File: src/rtl/spi_master_pkg.sv
package spi_master_pkg;
  localparam int REG_W = 8;
  localparam int ADDR_W = 2;
  localparam int HALF_W = 7;
  localparam logic [ADDR_W-1:0] ADDR_CTRL = 2'd0;
  localparam logic [ADDR_W-1:0] ADDR_STAT = 2'd1;
  localparam logic [ADDR_W-1:0] ADDR_DATA = 2'd2;

  typedef struct packed {
    logic       irq_en;
    logic       enable;
    logic       lsb_first;
    logic       master;
    logic       cpol;
    logic       cpha;
    logic [1:0] rate;
  } ctrl_t;

  // system clocks per SCK half period
  function automatic logic [HALF_W-1:0] half_cycles(input logic [1:0] rate, input logic dbl);
    logic [HALF_W:0] base;
    case (rate)
      2'd0:    base = 8'd4;
      2'd1:    base = 8'd16;
      2'd2:    base = 8'd64;
      default: base = 8'd128;
    endcase
    base = base >> (dbl ? 2 : 1);
    return base[HALF_W-1:0];
  endfunction
endpackage

File: src/rtl/spi_clk_div.sv
module spi_clk_div #(
  parameter int CW = 7
) (
  input  logic          clk_i,
  input  logic          rst_ni,
  input  logic          run_i,
  input  logic [CW-1:0] half_i,
  output logic          tick_o
);
  logic [CW-1:0] cnt_q;

  assign tick_o = run_i && (cnt_q == half_i - CW'(1));

  always_ff @(posedge clk_i or negedge rst_ni) begin
    if (!rst_ni)      cnt_q <= '0;
    else if (!run_i)  cnt_q <= '0;
    else if (tick_o)  cnt_q <= '0;
    else              cnt_q <= cnt_q + CW'(1);
  end
endmodule

File: src/rtl/spi_shift_engine.sv
module spi_shift_engine #(
  parameter int DW = 8
) (
  input  logic          clk_i,
  input  logic          rst_ni,
  input  logic          start_i,
  input  logic [DW-1:0] data_i,
  input  logic          abort_i,
  input  logic          tick_i,
  input  logic          cpha_i,
  input  logic          lsb_i,
  input  logic          miso_i,
  output logic          busy_o,
  output logic          done_o,
  output logic          sck_lvl_o,
  output logic          mosi_o,
  output logic [DW-1:0] rx_o
);
  localparam int EDGES = 2 * DW;
  localparam int EW = $clog2(EDGES);
  localparam logic [EW-1:0] LAST = EW'(EDGES - 1);

  logic [EW-1:0] edge_q;
  logic [DW-1:0] sh_q, sh_smp, sh_nxt, rx_q;
  logic          busy_q, lvl_q, mosi_q, is_smp;

  assign is_smp = (edge_q[0] == cpha_i);
  assign sh_smp = lsb_i ? {miso_i, sh_q[DW-1:1]} : {sh_q[DW-2:0], miso_i};
  assign sh_nxt = is_smp ? sh_smp : sh_q;
  assign done_o = busy_q && tick_i && (edge_q == LAST) && !abort_i;

  always_ff @(posedge clk_i or negedge rst_ni) begin
    if (!rst_ni) begin
      busy_q <= 1'b0;
      lvl_q  <= 1'b0;
      edge_q <= '0;
      sh_q   <= '0;
      mosi_q <= 1'b0;
      rx_q   <= '0;
    end else if (abort_i) begin
      busy_q <= 1'b0;
      lvl_q  <= 1'b0;
      edge_q <= '0;
    end else if (start_i && !busy_q) begin
      busy_q <= 1'b1;
      lvl_q  <= 1'b0;
      edge_q <= '0;
      sh_q   <= data_i;
      mosi_q <= lsb_i ? data_i[0] : data_i[DW-1];
    end else if (busy_q && tick_i) begin
      lvl_q  <= ~lvl_q;
      edge_q <= edge_q + EW'(1);
      sh_q   <= sh_nxt;
      if (!is_smp) mosi_q <= lsb_i ? sh_q[0] : sh_q[DW-1];
      if (edge_q == LAST) begin
        busy_q <= 1'b0;
        rx_q   <= sh_nxt;
      end
    end
  end

  assign busy_o    = busy_q;
  assign sck_lvl_o = lvl_q;
  assign mosi_o    = mosi_q;
  assign rx_o      = rx_q;
endmodule

File: src/rtl/spi_master_regs.sv
module spi_master_regs
  import spi_master_pkg::*;
(
  input  logic              clk_i,
  input  logic              rst_ni,
  input  logic [ADDR_W-1:0] addr_i,
  input  logic              wr_i,
  input  logic              rd_i,
  input  logic [REG_W-1:0]  wdata_i,
  output logic [REG_W-1:0]  rdata_o,
  input  logic              irq_ack_i,
  input  logic              gie_i,
  output logic              irq_o,
  input  logic              ss_in_mode_i,
  input  logic              ss_ni,
  output logic              sck_o,
  output logic              mosi_o,
  input  logic              miso_i
);
  ctrl_t             ctrl_q;
  logic              dbl_q, spif_q, wcol_q, arm_q, fault_q;
  logic              busy, done, tick, lvl;
  logic [REG_W-1:0]  rx_buf;
  logic [HALF_W-1:0] half;
  logic              stat_rd, data_acc, data_wr, start, fault_now, fault_rise;

  assign stat_rd    = rd_i && addr_i == ADDR_STAT;
  assign data_wr    = wr_i && addr_i == ADDR_DATA;
  assign data_acc   = (rd_i || wr_i) && addr_i == ADDR_DATA;
  assign start      = data_wr && !busy && ctrl_q.enable && ctrl_q.master;
  assign fault_now  = ctrl_q.enable && ctrl_q.master && ss_in_mode_i && !ss_ni;
  assign fault_rise = fault_now && !fault_q;
  assign half       = half_cycles(ctrl_q.rate, dbl_q);

  spi_clk_div #(.CW(HALF_W)) u_div (
    .clk_i, .rst_ni, .run_i(busy), .half_i(half), .tick_o(tick)
  );

  spi_shift_engine #(.DW(REG_W)) u_eng (
    .clk_i, .rst_ni,
    .start_i(start), .data_i(wdata_i), .abort_i(fault_rise), .tick_i(tick),
    .cpha_i(ctrl_q.cpha), .lsb_i(ctrl_q.lsb_first), .miso_i(miso_i),
    .busy_o(busy), .done_o(done), .sck_lvl_o(lvl), .mosi_o(mosi_o), .rx_o(rx_buf)
  );

  always_ff @(posedge clk_i or negedge rst_ni) begin
    if (!rst_ni) begin
      ctrl_q  <= '0;
      dbl_q   <= 1'b0;
      spif_q  <= 1'b0;
      wcol_q  <= 1'b0;
      arm_q   <= 1'b0;
      fault_q <= 1'b0;
    end else begin
      fault_q <= fault_now;
      if (wr_i && addr_i == ADDR_CTRL) ctrl_q <= ctrl_t'(wdata_i);
      if (wr_i && addr_i == ADDR_STAT) dbl_q <= wdata_i[0];
      // two-step clear: status read with a flag up arms, data access fires
      if (stat_rd && (spif_q || wcol_q)) arm_q <= 1'b1;
      else if (data_acc)                 arm_q <= 1'b0;
      if (done || fault_rise)                spif_q <= 1'b1;
      else if (irq_ack_i || (data_acc && arm_q)) spif_q <= 1'b0;
      if (data_wr && busy)            wcol_q <= 1'b1;
      else if (data_acc && arm_q)     wcol_q <= 1'b0;
    end
  end

  always_comb begin
    case (addr_i)
      ADDR_CTRL: rdata_o = ctrl_q;
      ADDR_STAT: rdata_o = {spif_q, wcol_q, 5'b0, dbl_q};
      ADDR_DATA: rdata_o = rx_buf;
      default:   rdata_o = '0;
    endcase
  end

  assign sck_o = ctrl_q.cpol ^ lvl;
  assign irq_o = spif_q && ctrl_q.irq_en && gie_i;
endmodule

File: config.mk
export PLATFORM = sky130hd
export DESIGN_NAME = spi_master_regs
export DESIGN_NICKNAME = d
export VERILOG_FILES = /design/src/rtl/spi_master_pkg.sv /design/src/rtl/spi_clk_div.sv /design/src/rtl/spi_shift_engine.sv /design/src/rtl/spi_master_regs.sv
export SDC_FILE = /design/constraint.sdc
export NUM_CORES = 1
export LEC_CHECK = 0
export ABC_AREA = 0
export BUFFER_PORTS_ARGS = -buffer_cell sky130_fd_sc_hd__clkbuf_2
export CAP_MARGIN = 20
export CORE_UTILIZATION = 60
export CTS_BUF_LIST = sky130_fd_sc_hd__clkbuf_8
export DETAILED_ROUTE_END_ITERATION = 10
export PLACE_DENSITY = 0.82
export SETUP_SLACK_MARGIN = 0.02
export SYNTH_ARGS = -nofsm -noshare
export SYNTH_HDL_FRONTEND = slang
export SYNTH_SLANG_ARGS = --single-unit
File: constraint.sdc
create_clock -name clk_i -period 2.5 [get_ports clk_i]
set_input_delay 0.125 -clock clk_i [delete_from_list [all_inputs] [get_ports clk_i]]
set_output_delay 0.125 -clock clk_i [all_outputs]
set_load 0.01 [all_outputs]
==> results of run 1 <==
-- sequential cells by signal, indices dropped and copies added (netlist names), 4 cells and up --
| register | count |
|---|---|
| ctrl_q | 8 |
| u_eng.sh_q | 8 |
| u_eng.edge_q | 4 |
| u_div.cnt_q | 7 |
| u_eng.rx_o | 8 |
-- power groups by stage --
stage	clock, mW	combinational [mW]	sequential (mW)
after floorplan	0	0.666	0.987
after global placement	0	0.800	1.07
after detailed placement	0	0.831	1.08
after CTS	0.484	0.838	1.07
after global routing	0.517	0.936	1.10
final	0.483	0.840	1.07
-- per-layer routing --
layer	track usage	share of wire
met1	0.3740	0.49
met2	0.4085	0.46
met3	0.04514	0.036
met4	0.1223	0.018
met5	0	0
-- placed cells by master (no fill, tap or decap), types with 9 or more instances in the layout --
master / n
clkbuf_2: 29
mux2i_1: 24
inv_1: 11
nand2_1: 23
buf_4: 9
mux2_2: 10
a21oi_1: 11
nor2_1: 26
dfrtp_1: 43
o21ai_0: 17
-- layout make-up --
class	count	area, um^2
clock buffers	7	96.34
flip-flops and latches	43	1076
clock inverters	1	3.754
well taps	48	60.06
repair buffers	40	242.7
inverters	10	37.54
multi-input cells	173	1272
fillers	261	982.2
-- worst register-to-register path, delay by kind of cell (launching register included) --
| kind | cells | cell delay [ps] |
|---|---|---|
| AND/OR/NAND/NOR | 2 | 670 |
| AO/OA/AOI/OAI | 3 | 630 |
| flip-flops | 1 | 440 |
| multiplexers | 1 | 300 |
| buffers and inverters | 1 | 150 |
-- cells by family after synthesis --
kind of cell	Yosys count
adder cells (fa/ha/maj)	2
AO/OA/AOI/OAI	40
multiplexers	43
flip-flops	43
buffers and inverters	18
XOR/XNOR	9
AND/OR/NAND/NOR	79
-- stage by stage --
stage / setup WS [ps] / util / instance area [um^2] / hold slack [ps]
after floorplan: 275.5 / - / 2420 / -170.6
after global placement: 130.8 / 0.7037 / 2654 / 240.0
after detailed placement: 89.98 / 0.7037 / 2654 / 247.6
after CTS: 73.48 / 0.7329 / 2764 / 66.84
after global routing: 85.16 / 0.7395 / 2789 / 78.96
final: 187.4 / 0.7395 / 2789 / 65.04
-- what timing repair did --
action                     in CTS  in global routing
hold endpoints to repair       30                  0
setup buffers                   0                  1
gates resized for setup         0                  2
hold buffers                    1                  0
setup endpoints to repair       0                 17
-- path summary, 6_finish.rpt --
path	startpoint	end
max	ctrl_q[0]	u_eng.sh_q[5]
min	wdata_i[3]	ctrl_q[3]
max reg2reg	ctrl_q[0]	u_eng.sh_q[5]
min reg2reg	u_eng.rx_o[5]	u_eng.rx_o[5]
max in group asynchronous	rst_ni	ctrl_q[7]
min in group asynchronous	rst_ni	u_div.cnt_q[2]
==> impl_results.md, run 1 <==
* Dpl cells at 312
* Post-synthesis simple-gate area fraction at 0.1629
* Synth Area in Adders at 0.01034
* Maximum root-to-sink buffer count at 2
* Row count at 22
* Clock skew at 14.70 ps
* Max Freq at 432.4 MHz
* CTS tree: done
* Largest family of logic cells by synthesized area: multiplexers
* Int Pwr at 1.527 mW
* LEAKAGE at 1.373 nW
* Arrival @ worst endpoint at 2500 ps
* Comb pwr share at 0.351
* Initial DRC Count at 125
* PortBufs at 29
* Commonest cells post-synth: dfrtp_1, nor2_1, mux2i_1
* Post-synth EDFFs at 0
* FF-to-FF path depth at 7
* VDD IR max at 589.4 uV
* WHS Path Cells at 2
* Die area at 4291 um^2
* Crit path required time at 2680 ps
* Reg2Reg Setup Slack at 190 ps
* Clock power frac at 0.202
* Net Switching at 871.2 uW
* Count of final hold-check violations at 0
* Synth top area cells: dfrtp_1, mux2i_1, mux2_4, mux2_2, nor2_1
* Grt total ovfl at 0
* Multiplexer share of the synthesized area at 0.2048
* Worst-Margin Slew at 803.3 ps
* Minimum clock period at 2313 ps
* Synth top area share at 0.4447
* Total core area at 3771 um^2
* H-tree depth at 2
* Top delay family on crit path: simple AND/OR/NAND/NOR gates
* Routed WL at 5057 um
* Post-Syn Area at 2420 um^2
* Sw Ratio at 0.3633
* Endpoints failing setup at 0
* Critical path launch point type: flop
* #FFs+latches synth at 43
* CP Buf/Inv Count at 1
* Initial Util at 0.6417
* Nature of the critical path endpoint: flop
* Total of max-cap violations at 0
* Worst skew pair latency at 310 ps
* Final std cells w/o fill at 322
* Ys Warns at 0
* Pre-Repair DR Iteration Count at 4
* Max Fanout on Critical Path at 10
* Levels on crit path at 7
* Initial antenna violation count at 0
* Total power at 2.398 mW
* Ys flop type: dfrtp_1
* Crit-path max cell delay at 470 ps
* Most common cell in the netlist: dfrtp_1
* Vias in the first global route at 1726
* Via density at 5.674
* Boundary Pins at 30
* Final slew viol count at 0
* Final Wtd Congestion at 0.8503
* Die H at 65.51 um
* Syn Nets at 255
* Layout cell share with drive strength beyond 1 at 0.2774
* Cell count after synthesis at 234
* Dpl hpwl at 3685 um
* # clock sinks at 43
* Clock slew at reported path FFs at 90 ps
* Detailed-route via count at 1827
* Global-route wire length before repair at 8273 um
* NumNets Final at 294
* Synth cell types at 41
* FFs w/ async S/R, synth at 1.000
* CTS root buf: clkbuf_8
* Final ANT Viol Nets at 0
* Synth Area in XOR/XNOR at 0.03257
* Unrepaired setup endpoints after global routing: false
* Setup TNS at 0 ps
* Slew HR at 0.4645
* Kind of critical path: reg2reg
* DRC at 0
* Total GRT Usage at 0.2683
* Seq/Total Area, Yosys at 0.4447
* Die width at 65.51 um
* HP Class: in2reg
* CP Cell Sequence: nand2b_1, or4b_1, o21ai_1, o211ai_4, a21oi_4, buf_12, mux2_4
* Power Density at 859.7 nW/um^2
* Synth Area in Compound Gates at 0.1132
* Fin crit share at 0.9251
* Syn Area/Cell at 10.34 um^2
* Total CTS buffers at 5
* Synth-to-layout area growth at 15.25%
* Largest net degree at the start of global routing at 33
* Avg WL per Cell at 15.70 um
* Outcome: finished, final reports clean
* Seq pwr share at 0.448
* Slowest CP cell: or4b_1
* Area leader, netlist: dfrtp_1
* # diodes at 0
No activity file was read; power rests on OpenSTA's default activity.
==> inputs of run 2 (changes only) <==
ABC_AREA = 1   (was 0)
BUFFER_PORTS_ARGS = unset   (was -buffer_cell sky130_fd_sc_hd__clkbuf_2)
CORE_UTILIZATION = 66   (was 60)
DONT_BUFFER_PORTS = 1   (was unset)
==> run 2 against run 1 <==
Effect of this change:
- synthesized area is 10% higher
- final area is 2.3% higher
- synthesized cell count is 54% higher
- via count is 29% higher
- clock skew is 6.8 ps lower
- critical endpoint is now u_eng.sh_q[3]
- highest routed layer unchanged
- hold slack worse by 62 ps
- global-route usage is 4.6 points higher
==> impl_results.md, run 2 <==
* WL met3 at 261 um (was 181 um)
* Crit path launch: u_eng.busy_o (was ctrl_q[0])
* Worst skew pair latency at 300 ps (was 310 ps)
* Final ANT Viol Nets at 0 (unchanged)
* Sequential Area at 1076 um^2 (unchanged)
* # diodes at 0 (unchanged)
* Final slew viol count at 0 (unchanged)
* Arrival @ worst endpoint at 2150 ps (was 2500 ps)
* Top delay family on crit path: simple AND/OR/NAND/NOR gates (unchanged)
* Routed WL at 6009 um (was 5057 um)
* Final std cells w/o fill at 412 (was 322)
* Post-Syn Area at 2670 um^2 (was 2420 um^2)
* H-tree depth at 2 (unchanged)
* Clock skew at 7.917 ps (was 14.70 ps)
* Hold WS at 3.483 ps (was 65.04 ps)
* Die area at 4304 um^2 (was 4291 um^2)
* Post-synth EDFFs at 0 (unchanged)
* Seq/Total Area, Yosys at 0.4030 (was 0.4447)
* Synth-to-layout area growth at 6.842% (was 15.25%)
* Comb pwr share at 0.341 (was 0.351)
* Largest family of logic cells by synthesized area: simple AND/OR/NAND/NOR gates (was multiplexers)
* Placed Area at 2655 um^2 (was 2654 um^2)
* Final Wtd Congestion at 0.8528 (was 0.8503)
* Count of final hold-check violations at 0 (unchanged)
* Highest routed metal layer: met4 (unchanged)
* Crit-path max cell delay at 620 ps (was 470 ps)
* Filler cells at 298 (was 261)
* Boundary Pins at 30 (unchanged)
* Unrepaired setup endpoints after global routing: false (unchanged)
* Clock power frac at 0.236 (was 0.202)
* M1 WL at 2539 um (was 2463 um)
* Synth Area in Adders at 0.009372 (was 0.01034)
* VDD IR max at 473.6 uV (was 589.4 uV)
* Grt total ovfl at 0 (unchanged)
* Synth Area in Compound Gates at 0.09981 (was 0.1132)
* Row count at 22 (unchanged)
* Cell count after synthesis at 361 (was 234)
* Multi-input gate area at 1356 um^2 (was 1272 um^2)
* # clock sinks at 43 (unchanged)
* Layout cell share with drive strength beyond 1 at 0.09890 (was 0.2774)
* Avg WL per Cell at 14.58 um (was 15.70 um)
* Max Freq at 511.1 MHz (was 432.4 MHz)
* Synth top area cells: dfrtp_1, nand2_1, o21ai_0, inv_1, nand4_1 (was dfrtp_1, mux2i_1, mux2_4, mux2_2, nor2_1)
* CP Cell Sequence: inv_1, nand2_1, nand2_2, nand4_1, nand2_1 (was nand2b_1, or4b_1, o21ai_1, o211ai_4, a21oi_4, buf_12, mux2_4)
* Pre-Repair DR Iteration Count at 4 (unchanged)
* Dpl cells at 397 (was 312)
* Fin crit share at 0.7826 (was 0.9251)
* Minimum clock period at 1956 ps (was 2313 ps)
* Commonest cells after routing, fill and taps aside: nand2_1, dfrtp_1, o21ai_0 (was dfrtp_1, clkbuf_2, nor2_1)
* Detailed-route via count at 2358 (was 1827)
* Power Density at 835.8 nW/um^2 (was 859.7 nW/um^2)
* FFs w/ async S/R, synth at 1.000 (unchanged)
* CTS tree: done (unchanged)
* Commonest non-fill, non-tap cell in the layout: nand2_1 (was dfrtp_1)
* Vias in the first global route at 2191 (was 1726)
* CP Buf/Inv Count at 1 (unchanged)
* HP Start: wr_i (was wdata_i[3])
* Post-CTS Setup Bufs at 0 (unchanged)
* Most used cell, CP: nand2_1
* Total core area at 3771 um^2 (unchanged)
* Worst-Margin Slew at 627.3 ps (was 803.3 ps)
* Synth Area in XOR/XNOR at 0.01968 (was 0.03257)
* Total GRT Usage at 0.3141 (was 0.2683)
* Initial antenna violation count at 0 (unchanged)
* Total power at 2.384 mW (was 2.398 mW)
* Most common cell in the netlist: nand2_1 (was dfrtp_1)
* Global-route wire length before repair at 9977 um (was 8273 um)
* Net Switching at 952.7 uW (was 871.2 uW)
* Int Pwr at 1.432 mW (was 1.527 mW)
* Sw Ratio at 0.3996 (was 0.3633)
* Ys Warns at 0 (unchanged)
* Dpl hpwl at 4470 um (was 3685 um)
* Slew HR at 0.5818 (was 0.4645)
* HP Class: in2reg (unchanged)
* Multiplexer share of the synthesized area at 0 (was 0.2048)
* Initial DRC Count at 190 (was 125)
* Syn Nets at 382 (was 255)
* DRC at 0 (unchanged)
* Total CTS buffers at 5 (unchanged)
* Nature of the critical path endpoint: flop (unchanged)
* Max Fanout on Critical Path at 20 (was 10)
* Critical path launch point type: flop (unchanged)
* Die width at 65.61 um (was 65.51 um)
* Crit path required time at 2690 ps (was 2680 ps)
* WL met2 at 3059 um (was 2319 um)
* Die H at 65.61 um (was 65.51 um)
* Slowest CP cell: dfrtp_1 (was or4b_1)
* Commonest cells post-synth: nand2_1, dfrtp_1, o21ai_0 (was dfrtp_1, nor2_1, mux2i_1)
* PortBufs at 0 (was 29)
* #FFs+latches synth at 43 (unchanged)
* Total of max-cap violations at 0 (unchanged)
* Maximum root-to-sink buffer count at 2 (unchanged)
* Ys flop type: dfrtp_1 (unchanged)
* Synth top area share at 0.4030 (was 0.4447)
* Largest net degree at the start of global routing at 44 (was 33)
* Syn Area/Cell at 7.396 um^2 (was 10.34 um^2)
* Setup TNS at 0 ps (unchanged)
* Clock slew at reported path FFs at 80 ps (was 90 ps)
* Reg2Reg Launch Point: u_eng.busy_o (was ctrl_q[0])
* Area leader, netlist: dfrtp_1 (unchanged)
* NumNets Final at 384 (was 294)
* Initial Util at 0.7080 (was 0.6417)
* Outcome: finished, final reports clean (unchanged)
* Synth cell types at 34 (was 41)
* Kind of critical path: reg2reg (unchanged)
* Seq pwr share at 0.424 (was 0.448)
* LEAKAGE at 1.482 nW (was 1.373 nW)
* Design area at 2853 um^2 (was 2789 um^2)
* Post-synthesis simple-gate area fraction at 0.3791 (was 0.1629)
* Endpoints failing setup at 0 (unchanged)
* CTS root buf: clkbuf_8 (unchanged)
* Via density at 5.723 (was 5.674)
[run 2: cell types whose count changed after synthesis, sizes merged, moves of 5 or more]
cell,before,now
nand2,23,134
inv,10,42
mux2i,24,0
o21ai,20,41
mux2,18,0
nand4,1,19
nand3,8,24
a21oi,12,1
nor2,26,21
or3,5,0
[run 2: power groups by stage]
| stage | registers [mW] | logic [mW] | clock network, mW |
|---|---|---|---|
| 2_1_floorplan | 0.944 | 0.701 | 0 |
| 3_3_place_gp | 1.01 | 0.758 | 0 |
| 3_5_place_dp | 1.02 | 0.780 | 0 |
| 4_1_cts | 1.01 | 0.810 | 0.567 |
| 5_1_grt | 1.03 | 0.931 | 0.596 |
| 6_report | 1.01 | 0.813 | 0.562 |
[run 2: timing repair]
action,4_1_cts,5_1_grt
resized for setup,0,0
hold buffers,7,0
hold endpoints to repair,48,0
[run 2: cells by family after synthesis]
group | count (synthesis)
buffers and inverters | 55
xor gates and xnor gates | 6
adders and majority gates | 2
AOI/OAI and AO/OA | 49
and+or+nand+nor | 206
DFF | 43
[run 2: per-layer routing]
layer / up-vias / track usage
li1: 1177 / -
met1: 1102 / 0.3902
met2: 64 / 0.5245
met3: 15 / 0.07118
met4: 0 / 0.1304
met5: - / 0
[run 2: final timing paths]
kind / end / slack (ps) / cells past startpoint
max: u_eng.sh_q[3] / 540 / 5
min: dbl_q / 3 / 2
max reg2reg: u_eng.sh_q[3] / 540 / 5
min reg2reg: arm_q / 480 / 2
max in group asynchronous: u_eng.sh_q[5] / 2010 / 2
min in group asynchronous: u_eng.rx_o[6] / 280 / 2
[run 2: area by class of cell]
class                           instances  share of cell area
Timing Repair Buffer                    7             0.02807
Clock inverter                          2             0.01228
Multi-Input combinational cell        263              0.4754
Tap cell                               48             0.02105
Clock buffer                            6             0.02895
Sequential cell                        43              0.3772
Inverter                               43             0.05702
[run 2: metrics by stage]
step | utilization | setup slack [ps]
final | 0.7565 | 543.6
after CTS | 0.7565 | 571.3
after global placement | 0.7040 | 628.0
after floorplan | - | 1024
after global routing | 0.7565 | 356.1
after detailed placement | 0.7040 | 588.3
==> inputs of run 3 (changes only) <==
CORE_UTILIZATION = 60   (was 66)
PLACE_DENSITY = 0.79   (was 0.82)
clock period = 1.6 ns   (was 2.5 ns; I/O delays follow)
==> run 3 against run 2 <==
Effect of this change:
- the flow now finishes with violations (negative setup slack)
- clock power grew 47%
- die area grew 9.7%
- flip-flop and latch count is the same
- final area grew 15%
- hold slack gained 8.8 ps
- setup slack lost 620 ps
- critical path type unchanged
- register-to-register slack lost 620 ps
- sequential share of layout area shrank 4.8 points
- final cell count grew 8.7%
- largest power group is now combinational logic
- non-clock buffer count grew 34
- first-iteration DRC count shrank 27%
- fmax grew 17%
==> impl_results.md, run 3 (same netlist as run 2, synthesis figures left out) <==
* Unrepaired setup endpoints after global routing: true (was false)
* Die width at 68.71 um (was 65.61 um)
* Row count at 23 (was 22)
* Crit path required time at 1840 ps (was 2690 ps)
* Critical path launch point type: flop (unchanged)
* Global-route wire length before repair at 10380 um (was 9977 um)
* Reg2Reg Setup Slack at -80 ps (was 540 ps)
* Dpl hpwl at 4641 um (was 4470 um)
* Fin crit share at 1.048 (was 0.7826)
* VDD IR max at 794.9 uV (was 473.6 uV)
* Die area at 4721 um^2 (was 4304 um^2)
* Sequential Area at 1081 um^2 (was 1076 um^2)
* Boundary Pins at 30 (unchanged)
* Largest net degree at the start of global routing at 44 (unchanged)
* Pre-Repair DR Iteration Count at 4 (unchanged)
* Power Density at 1253 nW/um^2 (was 835.8 nW/um^2)
* Crit path launch: u_div.cnt_q[3] (was u_eng.busy_o)
* Total core area at 4144 um^2 (was 3771 um^2)
* # diodes at 0 (unchanged)
* Max Freq at 596.6 MHz (was 511.1 MHz)
* Die H at 68.71 um (was 65.61 um)
* Endpoints failing setup at 20 (was 0)
* LEAKAGE at 1.683 nW (was 1.482 nW)
* Total power at 4.114 mW (was 2.384 mW)
* Via density at 5.728 (was 5.723)
* Routed WL at 7022 um (was 6009 um)
* Commonest non-fill, non-tap cell in the layout: nand2_1 (unchanged)
* Final setup margin at -76.24 ps (was 543.6 ps)
* Dpl cells at 424 (was 397)
* Setup TNS at -591.1 ps (was 0 ps)
* Slowest CP cell: dfrtp_1 (unchanged)
* CP Cell Sequence: inv_1, nand2_1, inv_1, nor2_1, nand2_1, nor2_4, nand3_4, nor2_4, buf_6, nand4_1, nand2_1 (was inv_1, nand2_1, nand2_2, nand4_1, nand2_1)
* Multi-input gate area at 1485 um^2 (was 1356 um^2)
* Seq pwr share at 0.380 (was 0.424)
* Comb pwr share at 0.420 (was 0.341)
* Initial Util at 0.6443 (was 0.7080)
* Hold WS at 12.26 ps (was 3.483 ps)
* Detailed-route via count at 2566 (was 2358)
* Final ANT Viol Nets at 0 (unchanged)
* Worst-Margin Slew at 448.5 ps (was 627.3 ps)
* Clock skew at 5.553 ps (was 7.917 ps)
* Violations in the final reports: negative setup slack
* Max Fanout on Critical Path at 8 (was 20)
* Placed Area at 2858 um^2 (was 2655 um^2)
* Grt total ovfl at 0 (unchanged)
* Reg2Reg Launch Point: u_div.cnt_q[3] (was u_eng.busy_o)
* Design area at 3284 um^2 (was 2853 um^2)
* NumNets Final at 419 (was 384)
* Worst skew pair latency at 300 ps (about the same)
* HP Class: in2reg (unchanged)
* DRC at 0 (unchanged)
* Final core occ at 0.7926 (was 0.7565)
* Layout cell share with drive strength beyond 1 at 0.2362 (was 0.09890)
* Total of max-cap violations at 0 (unchanged)
* Arrival @ worst endpoint at 1920 ps (was 2150 ps)
* Vias in the first global route at 2324 (was 2191)
* # clock sinks at 43 (unchanged)
* Crit-path max cell delay at 420 ps (was 620 ps)
* Total CTS buffers at 5 (unchanged)
* CTS root buf: clkbuf_8 (unchanged)
* Slew HR at 0.6999 (was 0.5818)
* Total GRT Usage at 0.3110 (was 0.3141)
* Most used cell, CP: nand2_1 (unchanged)
* Clock slew at reported path FFs at 80 ps (about the same)
* Net Switching at 1.637 mW (was 952.7 uW)
* Avg WL per Cell at 15.67 um (was 14.58 um)
* Final Wtd Congestion at 0.8904 (was 0.8528)
* Sw Ratio at 0.3978 (was 0.3996)
* Count of final hold-check violations at 0 (unchanged)
* H-tree depth at 2 (unchanged)
* Worst slack, placed at -46.93 ps (was 588.3 ps)
* Nature of the critical path endpoint: flop (unchanged)
* Int Pwr at 2.478 mW (was 1.432 mW)
* Filler cells at 285 (was 298)
* Synth-to-layout area growth at 23.01% (was 6.842%)
* HP Start: wdata_i[0] (was wr_i)
* Final slew viol count at 0 (unchanged)
* Initial DRC Count at 139 (was 190)
* Final std cells w/o fill at 448 (was 412)
* CTS tree: done (unchanged)
* Commonest cells after routing, fill and taps aside: nand2_1, o21ai_0, dfrtp_1 (was nand2_1, dfrtp_1, o21ai_0)
* Maximum root-to-sink buffer count at 2 (unchanged)
* Kind of critical path: reg2reg (unchanged)
* PortBufs at 0 (unchanged)
* Initial antenna violation count at 0 (unchanged)
* Clock power frac at 0.200 (was 0.236)
* Minimum clock period at 1676 ps (was 1956 ps)
* Outcome: finished, violations left (was finished, final reports clean)
-- run 3: cell types whose count changed in the layout (fill, tap and decap cells not counted), moves of 3 or more --
| cell | change |
|---|---|
| buf_4 | +24 |
| nand2_1 | -16 |
| nand2_2 | +14 |
| dlygate4sd3_1 | +5 |
| dfrtp_1 | -4 |
| dfrtp_2 | +4 |
| nand3_1 | -4 |
| buf_6 | +3 |
| inv_4 | +3 |
| nand3_2 | +3 |
| nor2_4 | +3 |
-- run 3: path summary, 6_finish.rpt --
path / endpoint / depth (start not counted)
min in group asynchronous: u_eng.rx_o[0] / 2
worst max-delay path: u_eng.rx_o[4] / 11
worst min register to register: arm_q / 2
worst max register to register: u_eng.rx_o[4] / 11
max in group asynchronous: ctrl_q[0] / 2
worst min-delay path: ctrl_q[0] / 2
-- run 3: final cells by class --
| type | count | area share |
|---|---|---|
| Multi-Input combinational cell | 264 | 0.4522 |
| Sequential cell | 43 | 0.3291 |
| Timing Repair Buffer | 41 | 0.1170 |
| Inverter | 43 | 0.05143 |
| Clock buffer | 5 | 0.02095 |
| Tap cell | 50 | 0.01905 |
| Clock inverter | 2 | 0.01029 |
-- run 3: worst max-delay path: cells and delay by family, from the launching register on --
kind	cells	cell delay, ps
buf+inv	3	320
simple gates	8	890
flops	1	420
-- run 3: metal layers --
metal | GRT usage | part of all wire | vias up
met5 | 0 | 0 | -
met4 | 0.1531 | 0.031 | 0
met3 | 0.05757 | 0.049 | 20
met2 | 0.5637 | 0.51 | 89
met1 | 0.3478 | 0.41 | 1216
li1 | - | - | 1241
-- run 3: repair_timing --
action,4_1_cts,5_1_grt
hold buffers,12,0
resized for setup,8,36
setup endpoints to repair,23,29
hold endpoints to repair,53,0
gates cloned,0,1
buffers inserted,3,3
pin swaps,2,14
-- run 3: power groups by stage --
stage	sequential, mW	combinational (mW)	clock [mW]
final	1.56	1.73	0.825
after global routing	1.60	1.93	0.873
after CTS	1.54	1.58	0.837
after detailed placement	1.56	1.50	0
after global placement	1.56	1.47	0
after floorplan	1.47	1.09	0
